### src/rtl/qts_pkg.sv
package qts_pkg;
  localparam int CHILD_PORTS = 4;

  function automatic int port_count(input int has_parent);
    return CHILD_PORTS + ((has_parent != 0) ? 1 : 0);
  endfunction
endpackage

### src/rtl/qts_min_select.sv
module qts_min_select #(
  parameter int NP = 5,
  parameter int CW = 8,
  parameter int VW = 16,
  parameter int IW = 3
) (
  input  logic [NP-1:0]    in_upd,
  input  logic [NP*CW-1:0] in_cost,
  input  logic [NP*VW-1:0] in_vlist,
  output logic             win_valid,
  output logic [IW-1:0]    win_idx,
  output logic [CW-1:0]    win_cost,
  output logic [VW-1:0]    win_vlist
);
  logic [NP:0]         st_v;
  logic [NP:0][CW-1:0] st_c;
  logic [NP:0][VW-1:0] st_l;
  logic [NP:0][IW-1:0] st_i;

  assign st_v[0] = 1'b0;
  assign st_c[0] = '1;
  assign st_l[0] = '0;
  assign st_i[0] = '0;

  for (genvar p = 0; p < NP; p++) begin : g_stage
    logic [CW-1:0] c_p;
    logic          take;
    assign c_p  = in_cost[p*CW +: CW];
    // strict compare keeps the earlier (lower) index on a tie
    assign take = in_upd[p] && (!st_v[p] || (c_p < st_c[p]));
    assign st_v[p+1] = st_v[p] | in_upd[p];
    assign st_c[p+1] = take ? c_p : st_c[p];
    assign st_l[p+1] = take ? in_vlist[p*VW +: VW] : st_l[p];
    assign st_i[p+1] = take ? IW'(p) : st_i[p];
  end

  assign win_valid = st_v[NP];
  assign win_cost  = st_c[NP];
  assign win_vlist = st_l[NP];
  assign win_idx   = st_i[NP];

  always_comb begin
    if (win_valid) begin
      a_winner_flagged_r2: assert (in_upd[win_idx]);
    end
  end
endmodule

### src/rtl/qts_best.sv
module qts_best #(
  parameter int CW = 8
) (
  input  logic          clk,
  input  logic          rst_n,
  input  logic          win_valid,
  input  logic [CW-1:0] win_cost,
  output logic          improve
);
  logic [CW-1:0] best_q;

  assign improve = win_valid && (win_cost < best_q);

  always_ff @(posedge clk or negedge rst_n) begin
    if (!rst_n) best_q <= '1;
    else if (improve) best_q <= win_cost;
  end

  p_best_never_rises_r6: assert property (@(posedge clk) disable iff (!rst_n)
    1'b1 |=> (best_q <= $past(best_q)));
  p_improve_lowers_r6: assert property (@(posedge clk) disable iff (!rst_n)
    improve |=> (best_q < $past(best_q)));
  p_ones_never_wins_r7: assert property (@(posedge clk) disable iff (!rst_n)
    (win_cost == '1) |-> !improve);
endmodule

### src/rtl/qts_fanout.sv
module qts_fanout #(
  parameter int NP = 5,
  parameter int CW = 8,
  parameter int VW = 16,
  parameter int IW = 3
) (
  input  logic             clk,
  input  logic             rst_n,
  input  logic             improve,
  input  logic [IW-1:0]    win_idx,
  input  logic [CW-1:0]    win_cost,
  input  logic [VW-1:0]    win_vlist,
  output logic [NP-1:0]    out_upd,
  output logic [NP*CW-1:0] out_cost,
  output logic [NP*VW-1:0] out_vlist
);
  for (genvar k = 0; k < NP; k++) begin : g_port
    always_ff @(posedge clk or negedge rst_n) begin
      if (!rst_n) begin
        out_upd[k]            <= 1'b0;
        out_cost[k*CW +: CW]  <= '1;
        out_vlist[k*VW +: VW] <= '0;
      end else begin
        out_upd[k] <= improve && (win_idx != IW'(k));
        if (improve) begin
          out_cost[k*CW +: CW]  <= win_cost;
          out_vlist[k*VW +: VW] <= win_vlist;
        end
      end
    end
  end

  p_echo_suppressed_r5: assert property (@(posedge clk) disable iff (!rst_n)
    (|out_upd) |-> ($countones(out_upd) == NP - 1));
  p_source_silent_r5: assert property (@(posedge clk) disable iff (!rst_n)
    improve |=> !out_upd[$past(win_idx)]);
endmodule

### src/rtl/qts_switch.sv
module qts_switch #(
  parameter int HAS_PARENT = 1,
  parameter int CW         = 8,
  parameter int VW         = 16
) (
  input  logic                                  clk,
  input  logic                                  rst_n,
  input  logic [qts_pkg::port_count(HAS_PARENT)-1:0]    in_upd,
  input  logic [qts_pkg::port_count(HAS_PARENT)*CW-1:0] in_cost,
  input  logic [qts_pkg::port_count(HAS_PARENT)*VW-1:0] in_vlist,
  output logic [qts_pkg::port_count(HAS_PARENT)-1:0]    out_upd,
  output logic [qts_pkg::port_count(HAS_PARENT)*CW-1:0] out_cost,
  output logic [qts_pkg::port_count(HAS_PARENT)*VW-1:0] out_vlist
);
  localparam int NP = qts_pkg::port_count(HAS_PARENT);
  localparam int IW = $clog2(NP);

  logic          win_valid;
  logic [IW-1:0] win_idx;
  logic [CW-1:0] win_cost;
  logic [VW-1:0] win_vlist;
  logic          improve;

  qts_min_select #(.NP(NP), .CW(CW), .VW(VW), .IW(IW)) u_sel (
    .in_upd(in_upd), .in_cost(in_cost), .in_vlist(in_vlist),
    .win_valid(win_valid), .win_idx(win_idx),
    .win_cost(win_cost), .win_vlist(win_vlist)
  );

  qts_best #(.CW(CW)) u_best (
    .clk(clk), .rst_n(rst_n),
    .win_valid(win_valid), .win_cost(win_cost), .improve(improve)
  );

  qts_fanout #(.NP(NP), .CW(CW), .VW(VW), .IW(IW)) u_fan (
    .clk(clk), .rst_n(rst_n), .improve(improve),
    .win_idx(win_idx), .win_cost(win_cost), .win_vlist(win_vlist),
    .out_upd(out_upd), .out_cost(out_cost), .out_vlist(out_vlist)
  );

  p_needs_flagged_input_r2: assert property (@(posedge clk) disable iff (!rst_n)
    (|out_upd) |-> $past(|in_upd));
  p_port_count_r8: assert property (@(posedge clk) disable iff (!rst_n)
    $bits(out_upd) == 4 + HAS_PARENT);

  for (genvar k = 1; k < NP; k++) begin : g_same
    p_same_record_r3: assert property (@(posedge clk) disable iff (!rst_n)
      (|out_upd) |-> (out_cost[k*CW +: CW] == out_cost[CW-1:0]
                      && out_vlist[k*VW +: VW] == out_vlist[VW-1:0]));
  end
endmodule

### config.mk
export PLATFORM = sky130hd
export DESIGN_NAME = qts_switch
export DESIGN_NICKNAME = d
export VERILOG_FILES = /design/src/rtl/qts_pkg.sv /design/src/rtl/qts_min_select.sv /design/src/rtl/qts_best.sv /design/src/rtl/qts_fanout.sv /design/src/rtl/qts_switch.sv
export SDC_FILE = /design/constraint.sdc
export NUM_CORES = 1
export LEC_CHECK = 0
export BUFFER_PORTS_ARGS = -buffer_cell sky130_fd_sc_hd__buf_4
export CAP_MARGIN = 20
export CORE_UTILIZATION = 43
export DETAILED_ROUTE_END_ITERATION = 7
export GPL_TIMING_DRIVEN = 0
export PLACE_DENSITY = 0.9
export SLEW_MARGIN = 20
export SYNTH_ARGS = -nofsm -noshare
export SYNTH_HDL_FRONTEND = slang
export SYNTH_HIERARCHICAL = 1
export SYNTH_SLANG_ARGS = --single-unit
export TNS_END_PERCENT = 20
### constraint.sdc
create_clock -name clk -period 2.41 [get_ports clk]
set_input_delay 0.482 -clock clk [delete_from_list [all_inputs] [get_ports clk]]
set_output_delay 0.482 -clock clk [all_outputs]
set_load 0.01 [all_outputs]
After elaboration in Yosys (flattened, before gate mapping)
Index checks and enable logic that the tools add are counted.
W data, S select, Z words.
Word-level totals
  register bits after elaboration: 29
  bits in latches: 0
  memory bits (writable): 0
  bits in read-only memories: 0
  input port bits: 127
  output and inout bits: 125
  logic and storage cells: 53
  memories kept: 0
Operators by class
  add/sub/neg operators: 0
  $mul: 0
  divide/modulo/power cells: 0
  magnitude comparators: 5
  equal/unequal tests: 4
  shift operators: 0
  multiplexer cells: 14
  bitwise logic cells: 4
  reduce and logical (&&, ||, !) cells: 19
Operators by type and width (number)
  $mux W16: 5
  $lt A8 B8 Y1: 5
  $mux W8: 5
  $logic_and A1 B1 Y1: 10
  $mux W3: 3
  $ne A3 B2 Y1 const B: 2
  $logic_not A1 Y1: 4
  $logic_or A1 B1 Y1: 4
  $or A1 B1 Y1: 4
  $ne A3 B1 Y1 const B: 1
  $ne A3 B3 Y1 const B: 1
  $reduce_bool A3 Y1: 1
  $mux W1: 1

Depth between registers and ports, before layout
  depth after elaboration: 20
  gate-level depth with buffers: 54
  mapped depth without buffers: 46

Modules after synthesis
The synthesis kept the hierarchy.
By module, submodules not included
  qts_min_select: times used 1, cells an instance 360, area an instance 2392.3 µm², seq. area each 0.0 µm²
  qts_fanout: times used 1, cells an instance 161, area an instance 1881.8 µm², seq. area each 735.7 µm²
  qts_best: times used 1, cells an instance 41, area an instance 528.0 µm², seq. area each 210.2 µm²

Least setup slack after synthesis
No wires, ideal clock.
  kind: input to register
  start point: input in_upd[0] (netlist name)
  end point: register u_fan.out_vlist[16]
  library setup time: 0.125 ns
  arrival time: 9.988 ns
  data required time: 2.285 ns
  setup slack: -7.703 ns
  cell stages on the path: 51
  buffers on the path: 9
  cells stage by stage: clkbuf_1 -> clkbuf_1 -> nor2b_1 -> ha_1 -> nand4_1 -> and3b_1 -> o221ai_1 -> a41o_2 -> buf_2 -> nand2_1 -> clkbuf_1 -> o21ai_0 -> inv_1 -> ha_1 -> a21o_1 -> a21oi_1 -> o21ai_1 -> nor3_1 -> [15 not listed] -> a21o_1 -> a21oi_1 -> o21a_1 -> o21ai_0 -> and2_1 -> buf_1 -> inv_1 -> o31ai_4 -> inv_4 -> o31ai_1 -> ha_1 -> and3_1 -> o21ai_0 -> o311ai_4 -> inv_1 -> buf_6 -> buf_6 -> mux2_4
Between the ends
  word-level cells in the longest chain between the ends: 19
  elaborated cells on any way between the ends: 32
  those cells by class: 5 x order compare; 10 x mux; 4 x bitwise; 13 x reduce/logical
RTL lines
  from (decl): RTL line qts_switch.sv:8  | input logic [qts_pkg::port_count(HAS_PARENT)-1:0] in_upd,
  $mux W8: RTL line qts_min_select.sv:32  | assign st_c[p+1] = take ? c_p : st_c[p];
  $lt A8 B8 Y1: RTL line qts_min_select.sv:30  | assign take = in_upd[p] && (!st_v[p] || (c_p < st_c[p]));
  $logic_or A1 B1 Y1: RTL line qts_min_select.sv:30
  $logic_and A1 B1 Y1: RTL line qts_min_select.sv:30
  $mux W8: RTL line qts_min_select.sv:32
  $lt A8 B8 Y1: RTL line qts_min_select.sv:30
  $logic_or A1 B1 Y1: RTL line qts_min_select.sv:30
  $logic_and A1 B1 Y1: RTL line qts_min_select.sv:30
  [6 not listed]
  $logic_or A1 B1 Y1 *: RTL line qts_min_select.sv:30
  $logic_and A1 B1 Y1 *: RTL line qts_min_select.sv:30
  via u_sel.g_stage[4].take: RTL line qts_min_select.sv:27  | logic take;
  $mux W8 *: RTL line qts_min_select.sv:32
  via win_cost[6]: RTL line qts_switch.sv:20  | logic [CW-1:0] win_cost;
  $lt A8 B8 Y1 *: RTL line qts_best.sv:12  | assign improve = win_valid && (win_cost < best_q);
  $logic_and A1 B1 Y1 *: RTL line qts_best.sv:12
  via improve: RTL line qts_switch.sv:22  | logic improve;
  to (signal, indexed assignment): RTL line qts_fanout.sv:27  | out_vlist[k*VW +: VW] <= win_vlist;
  to (decl): RTL line qts_fanout.sv:15  | output logic [NP*VW-1:0] out_vlist
Mark *: on every way through the listed nets, which the timed path passes. The rest lies on a longest branch.
A chain may end at the register's enable or synchronous reset.

Worst setup path after layout
  start point: input in_upd[0] (netlist name)
  end point: register u_fan.out_vlist[22]
Same word-level chain as after synthesis.

==> results.tsv <==
metric	value	unit
status	finished with violations	
failing checks	setup timing	
ys async rst share	1.000	
Die Area	11590	um2
LEAKAGE	4.157	nW
Total GRT Usage	0.3370	
crit path DAT	9850	ps
post-route insts no fill	1037	
total I/O pin count	252	
Overflow after GRT	0	
Area Growth Syn to Fin	79.34	%
worst slew pin tran	1283	ps
commonest non-fill, non-tap cells in the layout	buf_4 (415), nand2_1 (42), nand3_1 (33), mux2_4 (28), mux2_2 (25)	
Worst setup EP type	flip-flop	
Layout Nets	1053	
final instance area	8612	um2
Mapped Cells	562	
final setup fails	37	
WL final	25410	um
Most used DFF post-synth	dfrtp_1	
CP startpoint kind	input pin	
ratio of cells with drive above 1 in the final layout	0.7135	
IO Port Bufs	249	
DP HPWL	13000	um
maxcap violations	0	
WP data required	2580	ps
EDFF count, synth	0	
peak supply drop	0.9806	mV
Reg clk slew, reported paths	90	ps
overall power	10.99	mW
Rows	38	
# diodes	0	
Post-Synthesis Cell Area	4802	um2
CTS Buffer Depth	2	
Post-Syn Nets	719	
DRC Markers	0	
fmax	103.4	MHz
commonest non-fill, non-tap cell in the layout	buf_4	
final hold vios	0	
Netlist cell types	64	
post-route ant nets	0	
Crit Path Max Fanout	8	
Place WS	-7938	ps
Yosys warning count	6	
Root Driver	clkbuf_8	
CTS tree	done	
number of vias per cell	6.241	
RSZ-0062 raised after global routing	yes	
Tmin final	9675	ps
CTS Hold Buffers Added	0	
slowest stage delay, CP	460	ps
CTS H-tree lvls	2	
Initial DRC Count	840	
vias	6472	
DR pass1 iterations	7	
largest net degree at the start of global routing	38	
Relative slew margins	0.1431	
Cells after DPL	951	
# clock sinks	37	
Seq cells post-synth	37	
total CTS buffers	5	
Die Width	107.7	um
routability congestion estimate from global placement	0.8817	
Avg Cell Area, Syn	8.545	um2
Cell Pwr Density	1276	nW/um2
first-pass GRT wire length	30120	um
worst clock skew	17.36	ps
placed instance area	7173	um2
Core ar.	10840	um2
die height	107.7	um
slowest CP cell	o311ai_4	
initial antenna violation count	0	
drt wl/cell	24.51	um
sequential area share after synthesis	0.1970	
initial core utilization	0.4430	
Hold WC Path Type	in -> async	
post-route clock period utilization	4.015	
Final WS setup	-7265	ps
vias in the first global route	5756	
Final Max Tran Viols	0	
critical path type	in -> reg	
clk_lat worst skew	300	ps
==> synth_stat cells (5+ instances only) <==
library cell,count,area [um2]
buf_4,98,735.7
nand2_1,45,168.9
mux2_2,34,382.9
nand3_1,33,165.2
ha_1,30,375.4
o21ai_0,28,140.1
inv_1,27,101.4
a21oi_1,22,110.1
dfrtp_1,21,525.5
a31oi_1,20,125.1
clkbuf_1,18,67.56
mux2_4,18,270.3
a311oi_1,17,148.9
dfstp_2,16,420.4
nor3_1,11,55.05
nor2_1,10,37.54
a21o_1,8,60.06
o31ai_1,7,52.55
nand4_1,6,37.54
nor2b_1,6,37.54
o311ai_0,6,52.55
nand2b_1,5,31.28
o31a_1,5,43.79
==> path summary, 6_finish.rpt <==
path	start	to	slack [ps]	depth (start not counted)
max	in_upd[0]	u_fan/out_vlist[22]$_DFFE_PN0P_	-7270	49
min	rst_n	u_fan/out_vlist[27]$_DFFE_PN0P_	130	1
max reg2reg	u_best/best_q[7]$_DFFE_PN1P_	u_fan/out_vlist[22]$_DFFE_PN0P_	-110	8
min reg2reg	u_fan/out_vlist[27]$_DFFE_PN0P_	u_fan/out_vlist[27]$_DFFE_PN0P_	630	1
max in group asynchronous	rst_n	u_best/best_q[1]$_DFFE_PN1P_	1910	1
min in group clk	in_vlist[65]	u_fan/out_vlist[17]$_DFFE_PN0P_	630	4
==> stage by stage <==
stage	setup TNS [ps]	hold slack [ps]	util
final	-265310	130.0	0.7944
after global routing	-274240	157.2	0.7944
after CTS	-230970	145.5	0.7613
after detailed placement	-287310	460.0	0.6617
after global placement	-281190	460.1	0.6617
after floorplan	-232630	186.4	-
==> sequential cells by signal (all words and copies together) (netlist names) <==
name,cells
u_best/best_q,8
u_fan/out_vlist,16
u_fan/out_cost,8
u_fan/out_upd,5
==> metal layers <==
metal	GRT usage	routed length, um	up-vias
li1	-	-	2626
met1	0.3731	8285	2991
met2	0.5998	11900	616
met3	0.05811	2807	239
met4	0.2006	2425	0
met5	0	0	-
==> cells by family (layout without fill, tap and decap cells) <==
logic type / count (synthesis) / after routing / share of synthesized area
buffers and inverters: 156 / 491 / 0.2082
AOI/OAI and AO/OA: 145 / 145 / 0.2298
and+or+nand+nor: 138 / 138 / 0.1412
muxes: 54 / 54 / 0.1404
DFF: 37 / 37 / 0.1970
adders and majority gates: 30 / 30 / 0.07817
xor gates and xnor gates: 2 / 2 / 0.005212
==> final cells by class <==
type / count / area, um2
Buffer: 126 / 1057
Clock buffer: 6 / 82.58
Clock inverter: 2 / 13.76
Fill cell: 584 / 2228
Inverter: 29 / 121.4
Multi-Input combinational cell: 369 / 3657
Sequential cell: 37 / 945.9
Tap cell: 140 / 175.2
Timing Repair Buffer: 328 / 2559
==> where the power goes <==
part / switching, mW / total [mW] / internal [mW]
combinational: 3.85 / 8.93 / 5.08
clock: 0.257 / 0.489 / 0.233
sequential: 0.482 / 1.57 / 1.08
==> worst max-delay path, delay by kind of cell <==
family                   cells  cell delay (ps)
multiplexers                 2              640
AO/OA/AOI/OAI               14             3140
buffers and inverters       14             1940
AND/OR/NAND/NOR             14             2270
adder cells (fa/ha/maj)      5             1310
==> repair_timing <==
item	CTS	global route
pin swaps	51	31
gates cloned	2	0
resized for setup	91	40
endpoints found under the setup margin	37	37
buffers inserted	51	27
(Power assumes the default switching activity.)
